==> src/rtl/lcr_pkg.sv <==
package lcr_pkg;

    typedef enum logic [1:0] {
        CMD_HOLD = 2'd0,
        CMD_STEP = 2'd1,
        CMD_LOAD = 2'd2
    } lcr_cmd_e;

    function automatic lcr_cmd_e lcr_decode(input logic load, input logic enable);
        if (load)
            return CMD_LOAD;
        else if (enable)
            return CMD_STEP;
        else
            return CMD_HOLD;
    endfunction

endpackage

==> src/rtl/lcr_shift_gen.sv <==
module lcr_shift_gen
    import lcr_pkg::*;
#(
    parameter int          W    = 37,
    parameter logic [W-1:0] TAPS = 37'h10_0000_001F,
    parameter logic [W-1:0] DEF  = 37'h1
) (
    input  logic         clk,
    input  logic         rst,
    input  lcr_cmd_e     cmd,
    input  logic [W-1:0] seed,
    output logic [W-1:0] state
);
    localparam logic [W-1:0] ZERO = '0;

    logic         fb;
    logic [W-1:0] nxt;

    always_comb begin
        fb  = ^(state & TAPS);
        nxt = {state[W-2:0], fb};
    end

    always_ff @(posedge clk) begin
        if (rst) begin
            state <= DEF;
        end else begin
            unique case (cmd)
                CMD_LOAD: state <= (seed == ZERO) ? DEF : seed;
                CMD_STEP: state <= nxt;
                CMD_HOLD: state <= state;
                default:  state <= state;
            endcase
        end
    end

    // a step shifts toward the top bit
    a_r5_shift_up: assert property (@(posedge clk) disable iff (rst)
        (cmd == CMD_STEP) |=> (state[W-1:1] == $past(state[W-2:0])));

    // zero seed replaced by the default
    a_r3_zero_seed: assert property (@(posedge clk) disable iff (rst)
        (cmd == CMD_LOAD && seed == ZERO) |=> (state == DEF));

    // hold keeps the state
    a_r7_shift_hold: assert property (@(posedge clk) disable iff (rst)
        (cmd == CMD_HOLD) |=> $stable(state));

endmodule

==> src/rtl/lcr_cell_array.sv <==
module lcr_cell_array
    import lcr_pkg::*;
#(
    parameter int           W     = 16,
    parameter logic [W-1:0] RULES = 16'h4D2B,
    parameter logic [W-1:0] DEF   = 16'h0001
) (
    input  logic         clk,
    input  logic         rst,
    input  lcr_cmd_e     cmd,
    input  logic [W-1:0] seed,
    output logic [W-1:0] state
);
    localparam logic [W-1:0] ZERO = '0;

    logic [W-1:0] nxt;

    for (genvar i = 0; i < W; i++) begin : g_cell
        logic lft, rgt;
        if (i == 0) begin : g_lo
            assign lft = 1'b0;
        end else begin : g_lo_n
            assign lft = state[i-1];
        end
        if (i == W-1) begin : g_hi
            assign rgt = 1'b0;
        end else begin : g_hi_n
            assign rgt = state[i+1];
        end
        if (RULES[i]) begin : g_r150
            assign nxt[i] = lft ^ state[i] ^ rgt;
        end else begin : g_r90
            assign nxt[i] = lft ^ rgt;
        end
    end

    always_ff @(posedge clk) begin
        if (rst) begin
            state <= DEF;
        end else begin
            unique case (cmd)
                CMD_LOAD: state <= (seed == ZERO) ? DEF : seed;
                CMD_STEP: state <= nxt;
                CMD_HOLD: state <= state;
                default:  state <= state;
            endcase
        end
    end

    // zero seed replaced by the default
    a_r4_zero_seed: assert property (@(posedge clk) disable iff (rst)
        (cmd == CMD_LOAD && seed == ZERO) |=> (state == DEF));

    // nonzero seed taken as given
    a_r2_ca_seed: assert property (@(posedge clk) disable iff (rst)
        (cmd == CMD_LOAD && seed != ZERO) |=> (state == $past(seed)));

    // hold keeps the state
    a_r7_cell_hold: assert property (@(posedge clk) disable iff (rst)
        (cmd == CMD_HOLD) |=> $stable(state));

endmodule

==> src/rtl/lcr_site_mix.sv <==
module lcr_site_mix #(
    parameter int LW    = 37,
    parameter int CW    = 16,
    parameter int OUT_W = 4
) (
    input  logic [LW-1:0]    lfsr_q,
    input  logic [CW-1:0]    ca_q,
    output logic [OUT_W-1:0] bits
);
    localparam int LSTEP = LW / OUT_W;
    localparam int CSTEP = CW / OUT_W;

    for (genvar k = 0; k < OUT_W; k++) begin : g_site
        localparam int LPOS = LW - 1 - k * LSTEP;
        localparam int CPOS = CW - 1 - k * CSTEP;
        assign bits[k] = lfsr_q[LPOS] ^ ca_q[CPOS];
    end

endmodule

==> src/rtl/lfsr_ca_rng.sv <==
module lfsr_ca_rng
    import lcr_pkg::*;
#(
    parameter int                LFSR_W    = 37,
    parameter int                CA_W      = 16,
    parameter int                OUT_W     = 4,
    parameter logic [LFSR_W-1:0] LFSR_TAPS = 37'h10_0000_001F,
    parameter logic [LFSR_W-1:0] LFSR_DEF  = 37'h1,
    parameter logic [CA_W-1:0]   CA_RULES  = 16'h4D2B,
    parameter logic [CA_W-1:0]   CA_DEF    = 16'h0001
) (
    input  logic              clk,
    input  logic              rst,
    input  logic              load_i,
    input  logic              enable_i,
    input  logic [LFSR_W-1:0] lfsr_seed_i,
    input  logic [CA_W-1:0]   ca_seed_i,
    output logic [OUT_W-1:0]  rnd_o
);
    lcr_cmd_e          cmd;
    logic [LFSR_W-1:0] lfsr_q;
    logic [CA_W-1:0]   ca_q;

    always_comb cmd = lcr_decode(load_i, enable_i);

    lcr_shift_gen #(.W(LFSR_W), .TAPS(LFSR_TAPS), .DEF(LFSR_DEF)) u_shift (
        .clk(clk), .rst(rst), .cmd(cmd), .seed(lfsr_seed_i), .state(lfsr_q)
    );

    lcr_cell_array #(.W(CA_W), .RULES(CA_RULES), .DEF(CA_DEF)) u_cells (
        .clk(clk), .rst(rst), .cmd(cmd), .seed(ca_seed_i), .state(ca_q)
    );

    lcr_site_mix #(.LW(LFSR_W), .CW(CA_W), .OUT_W(OUT_W)) u_mix (
        .lfsr_q(lfsr_q), .ca_q(ca_q), .bits(rnd_o)
    );

    // a load with nonzero seeds shows the seed end bits on output bit 0
    a_r2_load_visible: assert property (@(posedge clk) disable iff (rst)
        (load_i && lfsr_seed_i != '0 && ca_seed_i != '0) |=>
        (rnd_o[0] == ($past(lfsr_seed_i[LFSR_W-1]) ^ $past(ca_seed_i[CA_W-1]))));

    // no command leaves the output unchanged
    a_r7_out_hold: assert property (@(posedge clk) disable iff (rst)
        (!load_i && !enable_i) |=> $stable(rnd_o));

endmodule

==> config.mk <==
export PLATFORM = sky130hd
export DESIGN_NAME = lfsr_ca_rng
export DESIGN_NICKNAME = d
export VERILOG_FILES = /design/src/rtl/lcr_pkg.sv /design/src/rtl/lcr_shift_gen.sv /design/src/rtl/lcr_cell_array.sv /design/src/rtl/lcr_site_mix.sv /design/src/rtl/lfsr_ca_rng.sv
export SDC_FILE = /design/constraint.sdc
export NUM_CORES = 1
export LEC_CHECK = 0
export BUFFER_PORTS_ARGS = -buffer_cell sky130_fd_sc_hd__buf_2
export CAP_MARGIN = 20
export CORE_UTILIZATION = 44
export CTS_BUF_LIST = sky130_fd_sc_hd__clkbuf_4 sky130_fd_sc_hd__clkbuf_8 sky130_fd_sc_hd__clkbuf_16
export DETAILED_ROUTE_END_ITERATION = 7
export PLACE_DENSITY_LB_ADDON = 0.25
export SLEW_MARGIN = 10
export SYNTH_ARGS = -nofsm -noshare
export SYNTH_HDL_FRONTEND = slang
export SYNTH_SLANG_ARGS = --single-unit
==> constraint.sdc <==
create_clock -name clk -period 2.5 [get_ports clk]
set_clock_uncertainty 0.15 [all_clocks]
set_input_delay 0.5 -clock clk [delete_from_list [all_inputs] [get_ports clk]]
set_output_delay 0.5 -clock clk [all_outputs]
set_load 0.01 [all_outputs]
Yosys cells after proc, flatten, opt, wreduce, memory -nomap -nowiden
Index checks and enable logic that the tools add are counted.
Widths: inputs -> output; s select.
{ "word_totals": {"mem_count": 0, "word_cells": 39, "romBits": 0, "out_inout_bits": 4, "ff_bits": 53, "latch_bits": 0, "ramBits": 0} }
{ "op_classes": {"shifts": 0, "n_mux": 6, "mul": 0, "n_lt_le_gt_ge": 0, "bitwise": 25, "add_sub_neg": 0, "n_reduce_logical": 4, "n_div": 0, "eq_ne": 2} }
{ "op_table": {"columns": ["cell", "n"], "rows": [
  ["$pmux 37 s2", 1],
  ["$logic_not 37->1", 1],
  ["$mux 37", 1],
  ["$reduce_xor 37->1", 1],
  ["$pmux 16 s2", 1],
  ["$xor 1x1->1", 25],
  ["$logic_not 16->1", 1],
  ["$mux 16", 1],
  ["$eq 2x1->1 const B", 1],
  ["$eq 2x2->1 const B", 1],
  ["$mux 2", 1],
  ["$reduce_bool 2->1", 1],
  ["$mux 1", 1]
]} }

Depth between registers and ports, before layout
{ "logic_depth": {"word_depth": 4, "mapped_depth": 7, "mapped_depth_nobuf": 5} }

Cells and area by module
A second synthesis with hierarchy kept.
{ "hier_totals": {"cells_unflattened": 346, "hier_area_um2": 2826.5} }
{ "modules_own_cells": {"columns": ["module", "cells_per_inst", "instances", "area_per_inst_um2"], "rows": [
  ["lcr_shift_gen", 221, 1, 1799.2],
  ["lcr_cell_array", 120, 1, 978.4],
  ["lcr_site_mix", 4, 1, 35.0],
  ["lfsr_ca_rng", 1, 1, 13.8]
]} }

Worst setup path after synthesis
OpenSTA, ideal clock, no wires.
{ "synth_timing": {"kind": "input port to flip-flop", "startpoint": "in lfsr_seed_i[9]", "endpoint": "reg u_shift.state[0]", "setup_slack_ns": 0.551, "t_arrival_ns": 1.739, "path_stages": 4, "path_cell_list": "or4_1 > or4_1 > o211ai_2 > o31a_1"} }
{ "synth_via": {"elab_chain_len": 3} }
{ "synth_rtl": {"columns": ["item", "line_no", "text"], "rows": [
  ["from (decl)", "lfsr_ca_rng.sv:16", "input logic [LFSR_W-1:0] lfsr_seed_i,"],
  ["$logic_not 37->1", "lcr_shift_gen.sv:29", "CMD_LOAD: state <= (seed == ZERO) ? DEF : seed;"],
  ["$mux 37", "lcr_shift_gen.sv:29", null],
  ["$pmux 37 s2", "lcr_shift_gen.sv:28", "unique case (cmd)"],
  ["to (signal assigned)", "lcr_shift_gen.sv:29", null],
  ["to (signal assigned)", "lcr_shift_gen.sv:30", "CMD_STEP: state <= nxt;"],
  ["to (signal assigned)", "lcr_shift_gen.sv:31", "CMD_HOLD: state <= state;"],
  ["to (decl)", "lcr_shift_gen.sv:12", "output logic [W-1:0] state"]
]} }
Every way passes these cells.
A chain may end at the register's enable or synchronous reset.

Final worst setup path
Same ends and word-level chain as after synthesis.

==> summary.txt <==
Clocking
  • CTS H-tree lvls: 2
  • CTS Buf Count: 5
  • Clock Latency Late Sink: 0.31 ns
  • CTS clock-pin slew for the worst setup and hold paths: around 0.090 ns
  • Post-CTS setup buffer count: 0
  • Clock root cell: clkbuf_8
  • Hold Buf Count CTS: 0
  • CTS tree: done
  • CTS max path bufs: 2
  • CTS sink count: 53
  • Post_cts resized: 0

Critical path
  • Critical setup path kind: in2reg
  • Data required time of the critical path: 2.61 ns
  • Arrival @ worst endpoint: 1.90 ns
  • CP startpoint kind: primary input
  • Crit. End Element: flip-flop
  • Crit-path max FO: 2

Floorplanning
  • Die H: 80.4 um
  • CORE AREA: 0.00592 mm2
  • Die area: approximately 0.0065 mm2
  • Ports: 61
  • Initial Utilization: 45.6%
  • # rows: 28
  • Die Width: 80.4 um

Route
  • DRC Markers: 0
  • Detailed Route WL: between 5000 and 6000 um
  • Initial DRT Pass Iterations: 4
  • Vias: 2326
  • Post-DR wirelength/cell: about 13 um
  • Via/cell ratio: 5.15
  • Iter 0 DRT Violations: 97
  • Antenna viol nets, final: 0

Layout
  • Reg area: 0.00106 mm2
  • Multi-input gate area: between 0.0015 and 0.002 mm2
  • ANT cells: 0
  • # fillers: 603
  • Cell area after layout: 0.00317 mm2
  • Final nets: roughly 430
  • Layout cells sized above 1: 19.6%
  • Non-filler cells, final: 452
  • Area grow syn2layout: 17.2%

Synth
  • Seq/Total Area, Yosys: 39.3%
  • Synthesized net count: 386
  • Synth Warn #: 0
  • Synth cell types: 22
  • Post-synthesis register bit count: 53
  • Mapped Area: 0.00270 mm2
  • Gate count after technology mapping: approximately 330
  • Syn_area_per_cell: 8.21 um2

Placement
  • GP Congestion: 0.757
  • Port Buf Inserts: 60
  • Post-Place Cells: approximately 450
  • Post-DP Area: a little over 0.003 mm2
  • Hpwl dp: 4130 um
  • Pre-CTS WS: 0.388 ns

Timing
  • RSZ-0062 raised after global routing: false
  • Hold_ws: 0.282 ns
  • Actual slew at the worst max-slew pin: 0.550 ns
  • Worst setup margin: ~0.70 ns
  • Final worst-path cycle share: 71.8%
  • Setup TNS: 0 ns
  • Period minus WS final: 1.80 ns
  • Final setup fails: 0
  • Final Slew Violations: 0
  • Fmax: 0.557 GHz
  • Final Hold Fails: 0
  • Slew headroom: 63.0%

GRT
  • Initial antenna violation count: 0
  • Total global-route track usage: 19.8%
  • First-pass GRT wire length: 9870 um
  • GR Overflow Total: 0
  • Vias in the first global route: 2228
  • Largest net degree at the start of global routing: 73

Pwr
  • Power per Cell Area: 589 mW/mm2
  • LEAKAGE: 1.44 nW
  • Max IR drop VDD: 0.362 mV

Status
  • Outcome: completed

Worst hold path
  • Min-delay worst type: in2reg

Run
  • Total of max-cap violations: 0
==> worst max-delay path, cell delays in order <==
cell and delay [ns]:
buf_2 0.10, or4_1 0.52, or4_1 0.49, o211ai_2 0.15, o31a_1 0.14
==> cells in the mapped netlist <==
cell type	count	area, um2
a211oi_1	7	52.6
a21oi_1	44	220
a41oi_1	1	8.76
buf_1	7	26.3
buf_2	5	25.0
clkbuf_1	12	45.0
dfxtp_1	53	1060
mux2i_1	44	440
nand2_1	10	37.5
nand2b_1	1	6.26
nand4_1	1	6.26
nand4_4	1	21.3
nor2_1	96	360
nor3_1	2	10.0
nor4_1	10	62.6
o211ai_2	1	12.5
o21ai_1	1	5.00
o31a_1	1	8.76
or4_1	2	15.0
xnor2_1	17	149
xnor3_1	1	22.5
xor2_1	12	105
==> layout by cell type, fill, tap and decap left out <==
cell	synthesis	final
nor2_1	96	96
buf_2	5	60
dfxtp_1	53	53
mux2i_1	44	44
a21oi_1	44	44
xnor2_1	17	17
xor2_1	12	12
nand2_1	10	10
nor4_1	10	10
a211oi_1	7	7
clkbuf_8	0	5
buf_4	0	3
nor3_1	2	2
or4_1	2	2
buf_12	0	2
a41oi_1	1	1
o21ai_1	1	1
nand2b_1	1	1
xnor3_1	1	1
nand4_4	1	1
nand4_1	1	1
o211ai_2	1	1
o31a_1	1	1
clkinv_2	0	1
bufinv_16	0	1
==> sequential cells by signal (all words and copies together), names as in the netlist <==
name and count:
u_cells.state 16, u_shift.state 37
==> through the flow <==
step                total power, mW  utilization (%)
CTS                            1.88             53.5
finish                         1.86             53.5
global route                   1.96             53.5
global placement               1.31             51.7
floorplan                      1.21                -
detailed placement             1.32             51.7
==> cells by family (layout without fill, tap and decap cells) <==
logic type      count (synthesis)  count (layout)  share of synthesized area [%]
simple gates                  123             123                           19.2
compound gates                 55              55                           11.4
flops                          53              53                           39.3
mux                            44              44                           16.3
xor+xnor                       30              30                           10.2
buf+inv                        24              72                           3.57
==> layout make-up <==
type	instances	share of cell area, %
Clock buffer	5	2.17
Clock inverter	2	1.11
Multi-Input combinational cell	252	48.8
Sequential cell	53	33.5
Tap cell	75	2.96
Timing Repair Buffer	65	11.5
==> final timing paths <==
| check | to | slack [ns] | start | depth (start not counted) |
|---|---|---|---|---|
| max | u_shift.state[0]$_SDFFE_PP1P_ | 0.70 | lfsr_seed_i[9] | 5 |
| min | u_shift.state[7]$_SDFFE_PP0P_ | 0.28 | lfsr_seed_i[7] | 3 |
| max reg2reg | u_shift.state[0]$_SDFFE_PP1P_ | 0.85 | u_shift.state[36]$_SDFFE_PP0P_ | 5 |
| min reg2reg | u_shift.state[0]$_SDFFE_PP1P_ | 0.46 | u_shift.state[0]$_SDFFE_PP1P_ | 2 |
==> routing by layer <==
metal | GRT usage, % | wire (um) | share of wire (%)
met5 | 0 | 0 | 0
met4 | 5.89 | 78 | 1.4
met3 | 3.98 | 262 | 4.5
met2 | 33.6 | 2670 | 46
met1 | 25.0 | 2760 | 48
==> report_power, final <==
group / total (mW) / internal [mW] / switching, mW
logic: 0.348 / 0.174 / 0.175
clock network: 0.565 / 0.291 / 0.273
registers: 0.950 / 0.901 / 0.0489
total: 1.86 / 1.37 / 0.497
(Power assumes the default switching activity.)
